[config.mk]
export PLATFORM = sky130hd
export DESIGN_NAME = extbus_area_ctrl
export DESIGN_NICKNAME = d
export VERILOG_FILES = /design/src/rtl/extbus_pkg.sv /design/src/rtl/extbus_area_decode.sv /design/src/rtl/extbus_lane_map.sv /design/src/rtl/extbus_area_ctrl.sv
export SDC_FILE = /design/constraint.sdc
export NUM_CORES = 1
export LEC_CHECK = 0
export BUFFER_PORTS_ARGS = -buffer_cell sky130_fd_sc_hd__clkbuf_2
export CORE_AREA = 2 2 172 157
export DETAILED_ROUTE_END_ITERATION = 8
export DIE_AREA = 0 0 174 159
export GPL_TIMING_DRIVEN = 0
export PLACE_DENSITY = 0.6
export SLEW_MARGIN = 15
export SYNTH_ARGS = -nofsm -noshare
export SYNTH_HDL_FRONTEND = slang
export SYNTH_HIERARCHICAL = 1
export SYNTH_SLANG_ARGS = --single-unit
export TNS_END_PERCENT = 30
[constraint.sdc]
create_clock -name clk -period 6.9 [get_ports clk]
set_clock_uncertainty 0.15 [all_clocks]
set_input_delay 1.035 -clock clk [delete_from_list [all_inputs] [get_ports clk]]
set_output_delay 1.035 -clock clk [all_outputs]
set_load 0.1 [all_outputs]
[src/rtl/extbus_pkg.sv]
package extbus_pkg;
    typedef enum logic [1:0] {
        ST_IDLE   = 2'd0,
        ST_GAP    = 2'd1,
        ST_STROBE = 2'd2,
        ST_DONE   = 2'd3
    } bus_st_e;

    // byte count of a CPU access from its size code
    function automatic logic [2:0] size_bytes(input logic [1:0] sz);
        return sz[1] ? 3'd4 : (sz[0] ? 3'd2 : 3'd1);
    endfunction
endpackage

[src/rtl/extbus_area_decode.sv]
module extbus_area_decode #(
    parameter int ADDR_W    = 32,
    parameter int SLOT_W    = 26,
    parameter int NUM_AREAS = 5,
    localparam int IDX_W    = $clog2(NUM_AREAS),
    localparam int SEL_W    = ADDR_W - SLOT_W
) (
    input  logic [ADDR_W-1:0] addr,
    input  logic              map_full,
    output logic              hit,
    output logic [IDX_W-1:0]  area_idx,
    output logic [SLOT_W-1:0] offset
);
    // slot number claimed by each area, in select-bit order
    function automatic int slot_of(input int a);
        case (a)
            0:       return 0;
            1:       return 3;
            2:       return 4;
            3:       return 5;
            default: return 6;
        endcase
    endfunction

    logic [NUM_AREAS-1:0] match;

    for (genvar g = 0; g < NUM_AREAS; g++) begin : g_area
        localparam int  SLOT    = slot_of(g);
        localparam bit  HALFMAP = (g >= 3);
        assign match[g] = (addr[ADDR_W-1:SLOT_W] == SEL_W'(SLOT))
                        && (!HALFMAP || map_full || addr[SLOT_W-1]);
    end

    always_comb begin
        area_idx = '0;
        for (int i = 0; i < NUM_AREAS; i++) begin
            if (match[i]) area_idx = IDX_W'(i);
        end
    end

    assign hit    = |match;
    assign offset = addr[SLOT_W-1:0];
endmodule

[src/rtl/extbus_lane_map.sv]
module extbus_lane_map #(
    parameter int SLOT_W = 26
) (
    input  logic              wide,
    input  logic              big,
    input  logic [2:0]        nbytes,
    input  logic [SLOT_W-1:0] base,
    input  logic [SLOT_W-1:0] beat_addr,
    input  logic [31:0]       wdata,
    output logic [15:0]       dout,
    output logic [1:0]        lane_en,
    output logic [1:0][1:0]   lane_pos
);
    for (genvar l = 0; l < 2; l++) begin : g_lane
        logic [SLOT_W-1:0] byte_addr;
        logic [SLOT_W-1:0] rel;
        logic [2:0]        pos_full;

        assign byte_addr   = wide ? {beat_addr[SLOT_W-1:1], 1'(l) ^ big} : beat_addr;
        assign rel         = byte_addr - base;
        assign lane_en[l]  = (wide || (l == 0)) && (rel < SLOT_W'(nbytes));
        assign pos_full    = big ? (nbytes - 3'd1 - rel[2:0]) : rel[2:0];
        assign lane_pos[l] = pos_full[1:0];
        assign dout[8*l +: 8] = lane_en[l] ? wdata[8*lane_pos[l] +: 8] : 8'h00;
    end
endmodule

[src/rtl/extbus_area_ctrl.sv]
module extbus_area_ctrl #(
    parameter int ADDR_W    = 32,
    parameter int SLOT_W    = 26,
    parameter int NUM_AREAS = 5,
    parameter int WAIT_W    = 4,
    parameter int IDLE_W    = 2
) (
    input  logic                        clk,
    input  logic                        rst_n,
    input  logic                        map_full,
    input  logic                        big_endian,
    input  logic                        cpu_req,
    input  logic                        cpu_we,
    input  logic [1:0]                  cpu_size,
    input  logic [ADDR_W-1:0]           cpu_addr,
    input  logic [31:0]                 cpu_wdata,
    output logic [31:0]                 cpu_rdata,
    output logic                        cpu_ready,
    output logic                        cpu_err,
    input  logic [NUM_AREAS-1:0]        cfg_wide,
    input  logic [NUM_AREAS*WAIT_W-1:0] cfg_wait,
    input  logic [NUM_AREAS*IDLE_W-1:0] cfg_idle,
    output logic [NUM_AREAS-1:0]        ext_cs_n,
    output logic [SLOT_W-1:0]           ext_addr,
    output logic                        ext_rd_n,
    output logic                        ext_wr_n,
    output logic [1:0]                  ext_be_n,
    output logic [15:0]                 ext_dout,
    input  logic [15:0]                 ext_din
);
    import extbus_pkg::*;

    localparam int IDX_W = $clog2(NUM_AREAS);

    typedef struct packed {
        bus_st_e           st;
        logic [IDX_W-1:0]  area;
        logic              we;
        logic [2:0]        nbytes;
        logic [SLOT_W-1:0] base;
        logic [1:0]        beat;
        logic [1:0]        last_beat;
        logic [WAIT_W-1:0] cnt;
        logic [IDLE_W-1:0] gap;
        logic [31:0]       wdata;
        logic [31:0]       rdata;
        logic              err;
        logic [IDX_W-1:0]  prev_area;
        logic              prev_rd;
        logic              has_prev;
    } ctl_t;

    ctl_t q, d;

    logic              dec_hit;
    logic [IDX_W-1:0]  dec_idx;
    logic [SLOT_W-1:0] dec_off;
    logic [2:0]        nb_in;
    logic              cur_wide;
    logic [WAIT_W-1:0] cur_wait;
    logic [SLOT_W-1:0] beat_addr;
    logic [15:0]       lane_dout;
    logic [1:0]        lane_en;
    logic [1:0][1:0]   lane_pos;
    logic              strobing;

    extbus_area_decode #(
        .ADDR_W(ADDR_W), .SLOT_W(SLOT_W), .NUM_AREAS(NUM_AREAS)
    ) u_decode (
        .addr(cpu_addr), .map_full(map_full),
        .hit(dec_hit), .area_idx(dec_idx), .offset(dec_off)
    );

    assign nb_in     = size_bytes(cpu_size);
    assign cur_wide  = cfg_wide[q.area];
    assign cur_wait  = cfg_wait[q.area*WAIT_W +: WAIT_W];
    assign beat_addr = q.base + (cur_wide ? SLOT_W'({q.beat, 1'b0}) : SLOT_W'(q.beat));

    extbus_lane_map #(.SLOT_W(SLOT_W)) u_lanes (
        .wide(cur_wide), .big(big_endian), .nbytes(q.nbytes), .base(q.base),
        .beat_addr(beat_addr), .wdata(q.wdata),
        .dout(lane_dout), .lane_en(lane_en), .lane_pos(lane_pos)
    );

    always_comb begin
        logic              need_gap;
        logic [IDLE_W-1:0] prev_idle;
        logic [WAIT_W-1:0] new_wait;
        d         = q;
        need_gap  = q.has_prev && (q.prev_rd || (q.prev_area != dec_idx));
        prev_idle = cfg_idle[q.prev_area*IDLE_W +: IDLE_W];
        new_wait  = cfg_wait[dec_idx*WAIT_W +: WAIT_W];
        case (q.st)
            ST_IDLE: begin
                if (cpu_req) begin
                    d.rdata  = '0;
                    d.we     = cpu_we;
                    d.wdata  = cpu_wdata;
                    d.nbytes = nb_in;
                    d.area   = dec_idx;
                    d.base   = dec_off & ~(SLOT_W'(nb_in) - SLOT_W'(1));
                    d.beat   = '0;
                    d.cnt    = new_wait;
                    if (!dec_hit) begin
                        d.err = 1'b1;
                        d.st  = ST_DONE;
                    end else begin
                        d.err       = 1'b0;
                        d.last_beat = cfg_wide[dec_idx] ? ((nb_in == 3'd4) ? 2'd1 : 2'd0)
                                                        : 2'(nb_in - 3'd1);
                        if (need_gap && (prev_idle != '0)) begin
                            d.st  = ST_GAP;
                            d.gap = prev_idle - IDLE_W'(1);
                        end else begin
                            d.st  = ST_STROBE;
                        end
                        d.prev_area = dec_idx;
                        d.prev_rd   = !cpu_we;
                        d.has_prev  = 1'b1;
                    end
                end
            end
            ST_GAP: begin
                if (q.gap == '0) d.st  = ST_STROBE;
                else             d.gap = q.gap - IDLE_W'(1);
            end
            ST_STROBE: begin
                if (!q.we) begin
                    for (int l = 0; l < 2; l++) begin
                        if (lane_en[l]) d.rdata[8*lane_pos[l] +: 8] = ext_din[8*l +: 8];
                    end
                end
                if (q.cnt == '0) begin
                    if (q.beat == q.last_beat) begin
                        d.st = ST_DONE;
                    end else begin
                        d.beat = q.beat + 2'd1;
                        d.cnt  = cur_wait;
                    end
                end else begin
                    d.cnt = q.cnt - WAIT_W'(1);
                end
            end
            default: d.st = ST_IDLE;
        endcase
    end

    always_ff @(posedge clk or negedge rst_n) begin
        if (!rst_n) q <= '0;
        else        q <= d;
    end

    assign strobing = (q.st == ST_STROBE);

    for (genvar g = 0; g < NUM_AREAS; g++) begin : g_cs
        assign ext_cs_n[g] = !(strobing && (q.area == IDX_W'(g)));
    end

    assign ext_addr  = beat_addr;
    assign ext_rd_n  = !(strobing && !q.we);
    assign ext_wr_n  = !(strobing && q.we);
    assign ext_be_n  = strobing ? ~lane_en : 2'b11;
    assign ext_dout  = (strobing && q.we) ? lane_dout : 16'h0000;
    assign cpu_ready = (q.st == ST_DONE);
    assign cpu_err   = (q.st == ST_DONE) && q.err;
    assign cpu_rdata = (q.st == ST_DONE) ? q.rdata : 32'h0;
endmodule

==> flow_summary_export.csv, run 1 <==
group,metric,value,unit
run,maxCapViolations,0,
synthesis,ys_seq_area_share,28.2,%
sta,fin_crit_sh,110,%
synthesis,synth_nets,1279,
status,status,"finished with violations",
layout,diodes,0,
sta,min_period,7.60,ns
cts,clk_pin_slew_worst_paths,0.07,ns
cts,cts_root_buf,"clkbuf_16",
global_routing,grt_pass1_wl,52700,microns
status,failed_checks,"negative setup slack",
sta,slew_headroom,22.7,%
layout,layout-drive-gt1-share,44.4,%
synthesis,ys_ff_latch,115,
sta,fin_ws,-0.699,ns
worst_hold_path,worstHoldPathType,"reg -> reg",
synthesis,ys_async_sr_fraction,100,%
sta,rsz0062_at_grt,"yes",
synthesis,syn_area_per_cell,9.29,sq um
sta,hold_viol,0,
synthesis,yosysTopAreaCellShare,28.2,%
cts,cts_tree,"done",
floorplan,ioPinCount,208,
place,io_buffers,181,
cts,cts_hold_buf,0,
layout,final_cell_area,0.0142,sq mm
cts,numCtsBuffers,17,
place,dpl.hpwl,24400,microns
layout,largest_register,"q",
layout,multi_input_comb_area,0.00792,sq mm
synthesis,synth_commonest_cells,"115 x dfrtp_1, 75 x mux2_2, 73 x nand2_1, 69 x o21ai_0, 59 x a21oi_1",
sta,slew_violations,0,
detailed_routing,firstDrtPassIters,5,
floorplan,start_util,39.5,%
layout,largest_register_ffs,115,
critical_path,crit_fanout,9,
detailed_routing,routed_via_density,5.58,
floorplan,die_area,0.0277,sq mm
layout,area_growth,39.5,%
critical_path,required,5.71,ns
sta,tightest_slew,1.15,ns
cts,htreeDepth,4,
synthesis,ys.flop_type,"dfrtp_1",
critical_path,critical_path_class,"in -> out",
sta,max_freq,0.132,GHz
critical_path,ff2ff_setup_slack,0.04,ns
detailed_routing,drt-wirelength-per-cell,19.5,microns
floorplan,fp.dieW,174,microns
synthesis,synth_cells,1097,
detailed_routing,drc,0,
detailed_routing,ant_nets,0,
synthesis,synth.yosys.warnings,6,
floorplan,rows,56,
synthesis,synth_most_common_cell,"dfrtp_1",
floorplan,core,0.0258,sq mm
cts,clkSinkCount,115,
layout,ff_latch_area,0.00288,sq mm
place,placed_area,0.0122,sq mm
detailed_routing,dr.first_iter.drc_count,556,
layout,reg.largest.list,"q x115",
detailed_routing,vias,9453,
layout,nNetsFinal,1516,
global_routing,antenna_found_initial,1,
synthesis,post-synth-top-area-cell,"dfrtp_1",
critical_path,cp-end-kind,"primary output",
place,finalWeightedCongestion,0.889,
synthesis,synth_area_leaders,"dfrtp_1 28%, mux2_2 8.3%, ha_1 6.9%",
global_routing,grt_pass1_vias,9394,
synthesis,synth_area,0.0102,sq mm
critical_path,crit_path_start_kind,"input pin",
sta,finalSetupViolCount,27,
layout,fillers,2331,
cts,cts.path.max_buffers,2,
detailed_routing,drt_wl_total,33100,microns
global_routing,grt_max_degree,67,
cts,clkLatencyLatePin,0.43,ns
synthesis,synth-edff-count,0,
critical_path,crit_arrival,6.41,ns
global_routing,grt.overflow.total,0,
synthesis,yosysUniqueCellTypes,84,
global_routing,track_usage,23.8,%
floorplan,die_y,159,microns
sta,whs,0.330,ns
==> cells in the final DEF (no fill, tap or decap), types with 41 or more instances in the layout <==
cell | synthesis | layout
o21ai_0 | 69 | 47
ha_1 | 56 | 41
mux2_2 | 75 | 74
nand2_1 | 73 | 60
and2_1 | 46 | 41
clkbuf_2 | 1 | 160
buf_4 | 26 | 61
a21oi_1 | 59 | 42
dfrtp_1 | 115 | 115
a22oi_1 | 41 | 41
inv_1 | 54 | 53
==> area by class of cell <==
type                            count  area share (%)
Inverter                           54            1.42
Timing Repair Buffer              228            12.3
Buffer                             73            3.27
Clock buffer                       17            2.99
Multi-Input combinational cell    845            55.7
Sequential cell                   115            20.2
Clock inverter                     15            1.04
Tap cell                          348            3.06
==> worst paths after layout <==
| path | cells past startpoint | from | end |
|---|---|---|---|
| setup / recovery | 24 | cfg_wide[2] | ext_dout[0] |
| hold / removal | 2 | q[0] | q[0] |
| setup reg to reg | 29 | q[111] | q[36] |
| hold reg to reg | 2 | q[0] | q[0] |
| max in group asynchronous | 2 | rst_n | q[42] |
| min in group asynchronous | 1 | rst_n | q[112] |
==> timing repair <==
| item | 4_1_cts | 5_1_grt |
|---|---|---|
| setup buffers | 24 | 20 |
| endpoints found under the setup margin | 50 | 50 |
| endpoints found under the hold margin | 0 | 0 |
| cloned | 1 | 0 |
| resized for setup | 169 | 73 |
| pin swaps | 35 | 40 |
==> layer usage <==
metal / share of wire (%) / GRT usage [%] / vias to the layer above
li1: - / - / 4459
met1: 47 / 33.9 / 4669
met2: 46 / 37.9 / 287
met3: 5.0 / 3.68 / 38
met4: 1.7 / 6.23 / 0
met5: 0 / 0 / -
==> worst max-delay path: stages <==
cell	delay, ns
clkbuf_2	0.10
mux4_2	0.45
nor2b_4	0.15
a31oi_4	0.21
mux2_4	0.36
ha_4	0.22
a21o_1	0.18
a21oi_4	0.33
buf_6	0.16
xnor2_2	0.14
ha_1	0.29
buf_6	0.15
a21o_4	0.24
a221oi_4	0.35
buf_4	0.17
xnor2_1	0.06
nor4_2	0.25
nand4_1	0.20
nor4_4	0.37
nand4_4	0.12
buf_12	0.17
nor4b_2	0.27
and3_4	0.23
clkbuf_16	0.20
==> stage by stage <==
| stage | std cells | setup slack, ns | TNS, ns | utilization (%) |
|---|---|---|---|---|
| 6_report | 1695 | -0.699 | -11.35 | 55.2 |
| 5_1_grt | 1695 | -0.876 | -19.57 | 55.2 |
| 4_1_cts | 1678 | -0.607 | -10.0 | 53.8 |
| 3_3_place_gp | 1626 | -1.92 | -84.53 | 47.0 |
| 2_1_floorplan | 1097 | -0.815 | -22.34 | - |
| 3_5_place_dp | 1629 | -1.97 | -86.02 | 47.4 |
==> kinds of logic after synthesis <==
kind of cell	Yosys count	synth area share [%]
AND/OR/NAND/NOR	318	18.4
buffers and inverters	137	6.44
multiplexers	106	13.9
flip-flops	115	28.2
adder cells (fa/ha/maj)	59	7.46
XOR/XNOR	79	6.79
AO/OA/AOI/OAI	283	18.8
Power of run 1 is left out: the tool's default activity adds up to more than one toggle a clock period on the data nets, which glitch-free logic cannot reach.
==> inputs of run 2 (changes only) <==
ABC_AREA = 1   (was default)
CORE_AREA = 2 2 181 166   (was 2 2 172 157)
DIE_AREA = 0 0 183 168   (was 0 0 174 159)
PLACE_DENSITY = 0.59   (was 0.6)
==> flow_summary_export.csv, run 2 <==
group,metric,value,unit
cts,clk_pin_slew_worst_paths,0.06,ns
floorplan,rows,60,
worst_hold_path,hold_start,"q[0]",
sta,finalSetupViolCount,0,
global_routing,track_usage,25.7,%
synthesis,synth.yosys.warnings,6,
synthesis,synth_nets,2090,
place,finalWeightedCongestion,0.921,
global_routing,grt_max_degree,90,
detailed_routing,drc,0,
critical_path,cpLargestDelayFamily,"simple AND/OR/NAND/NOR gates",
run,maxCapViolations,0,
cts,clkLatencyLatePin,0.42,ns
critical_path,crit_path_start_kind,"input pin",
synthesis,synth_area,0.0114,sq mm
layout,layout-drive-gt1-share,19.8,%
detailed_routing,routed_via_density,5.14,
layout,final_cell_mix,"713 x nand2_1, 309 x inv_1, 163 x clkbuf_2, 113 x dfrtp_1, 110 x nand3_1",
detailed_routing,vias,12892,
layout,ff_latch_area,0.00288,sq mm
status,status,"completed",
synthesis,synth_most_common_cell,"nand2_1",
layout,reg.largest.list,"q x115",
floorplan,die_area,0.0307,sq mm
synthesis,synth_commonest_cells,"720 x nand2_1, 313 x inv_1, 131 x nor2_1, 115 x dfrtp_1, 112 x nand3_1",
detailed_routing,dr.first_iter.drc_count,1062,
synthesis,synth_cells,1908,
global_routing,grt.overflow.total,0,
critical_path,cp_common_cell,"nand2_1",
critical_path,startpoint,"cfg_wide[3]",
critical_path,cp_slowest_stage_delay,0.34,ns
critical_path,crit_arrival,5.50,ns
sta,max_freq,0.150,GHz
cts,cts_hold_buf,0,
floorplan,fp.dieW,183,microns
critical_path,required,5.71,ns
floorplan,ioPinCount,208,
floorplan,start_util,39.1,%
cts,htreeDepth,4,
global_routing,antenna_found_initial,1,
detailed_routing,drt-wirelength-per-cell,16.2,microns
critical_path,cpMaxStageDelayCell,"ha_4",
sta,hold_viol,0,
global_routing,grt_pass1_vias,12002,
layout,nNetsFinal,2306,
worst_hold_path,worstHoldPathType,"reg -> reg",
sta,tightest_slew,0.770,ns
global_routing,grt_pass1_wl,62700,microns
cts,clkSinkCount,115,
floorplan,die_y,168,microns
synthesis,post-synth-top-area-cell,"dfrtp_1",
floorplan,core,0.0291,sq mm
layout,diodes,0,
synthesis,yosysTopAreaCellShare,25.3,%
sta,slew_headroom,48.5,%
detailed_routing,firstDrtPassIters,6,
cts,cts_tree,"done",
cts,numCtsBuffers,17,
critical_path,critical_path_class,"in -> out",
sta,min_period,6.68,ns
synthesis,syn_area_per_cell,5.97,sq um
sta,slew_violations,0,
detailed_routing,drt_wl_total,40600,microns
synthesis,ys_ff_latch,115,
layout,largest_register_ffs,115,
place,io_buffers,182,
critical_path,crit_fanout,6,
synthesis,ys_async_sr_fraction,100,%
layout,largest_register,"q",
cts,cts.path.max_buffers,2,
critical_path,cp-end-kind,"primary output",
synthesis,synth-edff-count,0,
synthesis,ys_seq_area_share,25.3,%
critical_path,reg2reg_from,"q[110]",
synthesis,synth_area_leaders,"dfrtp_1 25%, nand2_1 24%, inv_1 10%",
layout,final_common_cell,"nand2_1",
critical_path,critical_path_buf_inv_count,3,
layout,fillers,3053,
sta,fin_crit_sh,96.9,%
synthesis,yosysUniqueCellTypes,47,
layout,area_growth,27.0,%
sta,setup_tns,0,ns
place,dpl.hpwl,31700,microns
cts,cts_root_buf,"clkbuf_16",
detailed_routing,ant_nets,0,
synthesis,ys.flop_type,"dfrtp_1",
layout,multi_input_comb_area,0.00765,sq mm
run 2: cell types whose count changed after synthesis, sizes merged, moves of 23 or more:
| cell | previous run | this run |
|---|---|---|
| nand2 | 76 | 735 |
| inv | 54 | 326 |
| nor2 | 40 | 158 |
| nand3 | 18 | 116 |
| mux2 | 75 | 0 |
| and2 | 46 | 5 |
| xnor2 | 42 | 6 |
| a22oi | 41 | 8 |
| o22ai | 3 | 31 |
| o21ai | 82 | 105 |
run 2: logic make-up after synthesis:
logic type / after synthesis / synth area share (%)
AND/OR/NAND/NOR: 1068 / 39.3
XOR/XNOR: 35 / 2.69
buffers and inverters: 398 / 14.2
adder cells (fa/ha/maj): 59 / 6.68
multiplexers: 1 / 0.0879
flip-flops: 115 / 25.3
AO/OA/AOI/OAI: 232 / 11.8
run 2: what timing repair did:
action | CTS | global route
gates resized for setup | 41 | 58
setup buffers | 1 | 11
pin swaps | 0 | 16
cloned | 0 | 2
setup endpoints to repair | 18 | 18
run 2: area by class of cell:
| cell class | count | share of cell area [%] |
|---|---|---|
| multi-input cells | 1397 | 52.9 |
| flip-flops and latches | 115 | 19.9 |
| inverters | 331 | 8.59 |
| repair buffers | 195 | 8.41 |
| well taps | 372 | 3.22 |
| clock buffers | 19 | 3.13 |
| plain buffers | 67 | 2.61 |
| clock inverters | 13 | 1.25 |
run 2: path summary, 6_finish.rpt:
check | endpoint | slack [ns] | depth (start not counted)
min reg2reg | q[0] | 0.32 | 2
min | q[0] | 0.32 | 2
min in group asynchronous | q[63] | 0.35 | 1
max in group asynchronous | q[110] | 5.50 | 2
max reg2reg | q[18] | 0.98 | 36
max | ext_dout[11] | 0.22 | 28
run 2: worst min-delay path: cells and delay by family, from the launching register on:
family | cells | cell delay, ns
flops | 1 | 0.32
simple gates | 1 | 0.06
buf+inv | 1 | 0.05
run 2: layer usage:
metal  wire length [microns]  GRT usage, %  vias up
li1                        -             -     6383
met1                   18500          36.2     5953
met2                   18300          40.7      496
met3                    2810          4.11       58
met4                     932          7.41        2
met5                      13             0        -
run 2: per-stage QoR:
step / hold WS, ns / area (sq um) / setup slack, ns / instances / util [%]
after detailed placement: 0.288 / 13300 / -0.374 / 2463 / 45.6
after global routing: 0.345 / 14500 / -0.0317 / 2509 / 49.7
final: 0.316 / 14500 / 0.216 / 2509 / 49.7
after global placement: 0.284 / 13300 / -0.439 / 2462 / 45.5
after floorplan: 0.273 / 11900 / -0.377 / 1908 / -
after CTS: 0.311 / 14100 / -0.00117 / 2496 / 48.4
Power of run 2 is left out for the same reason.
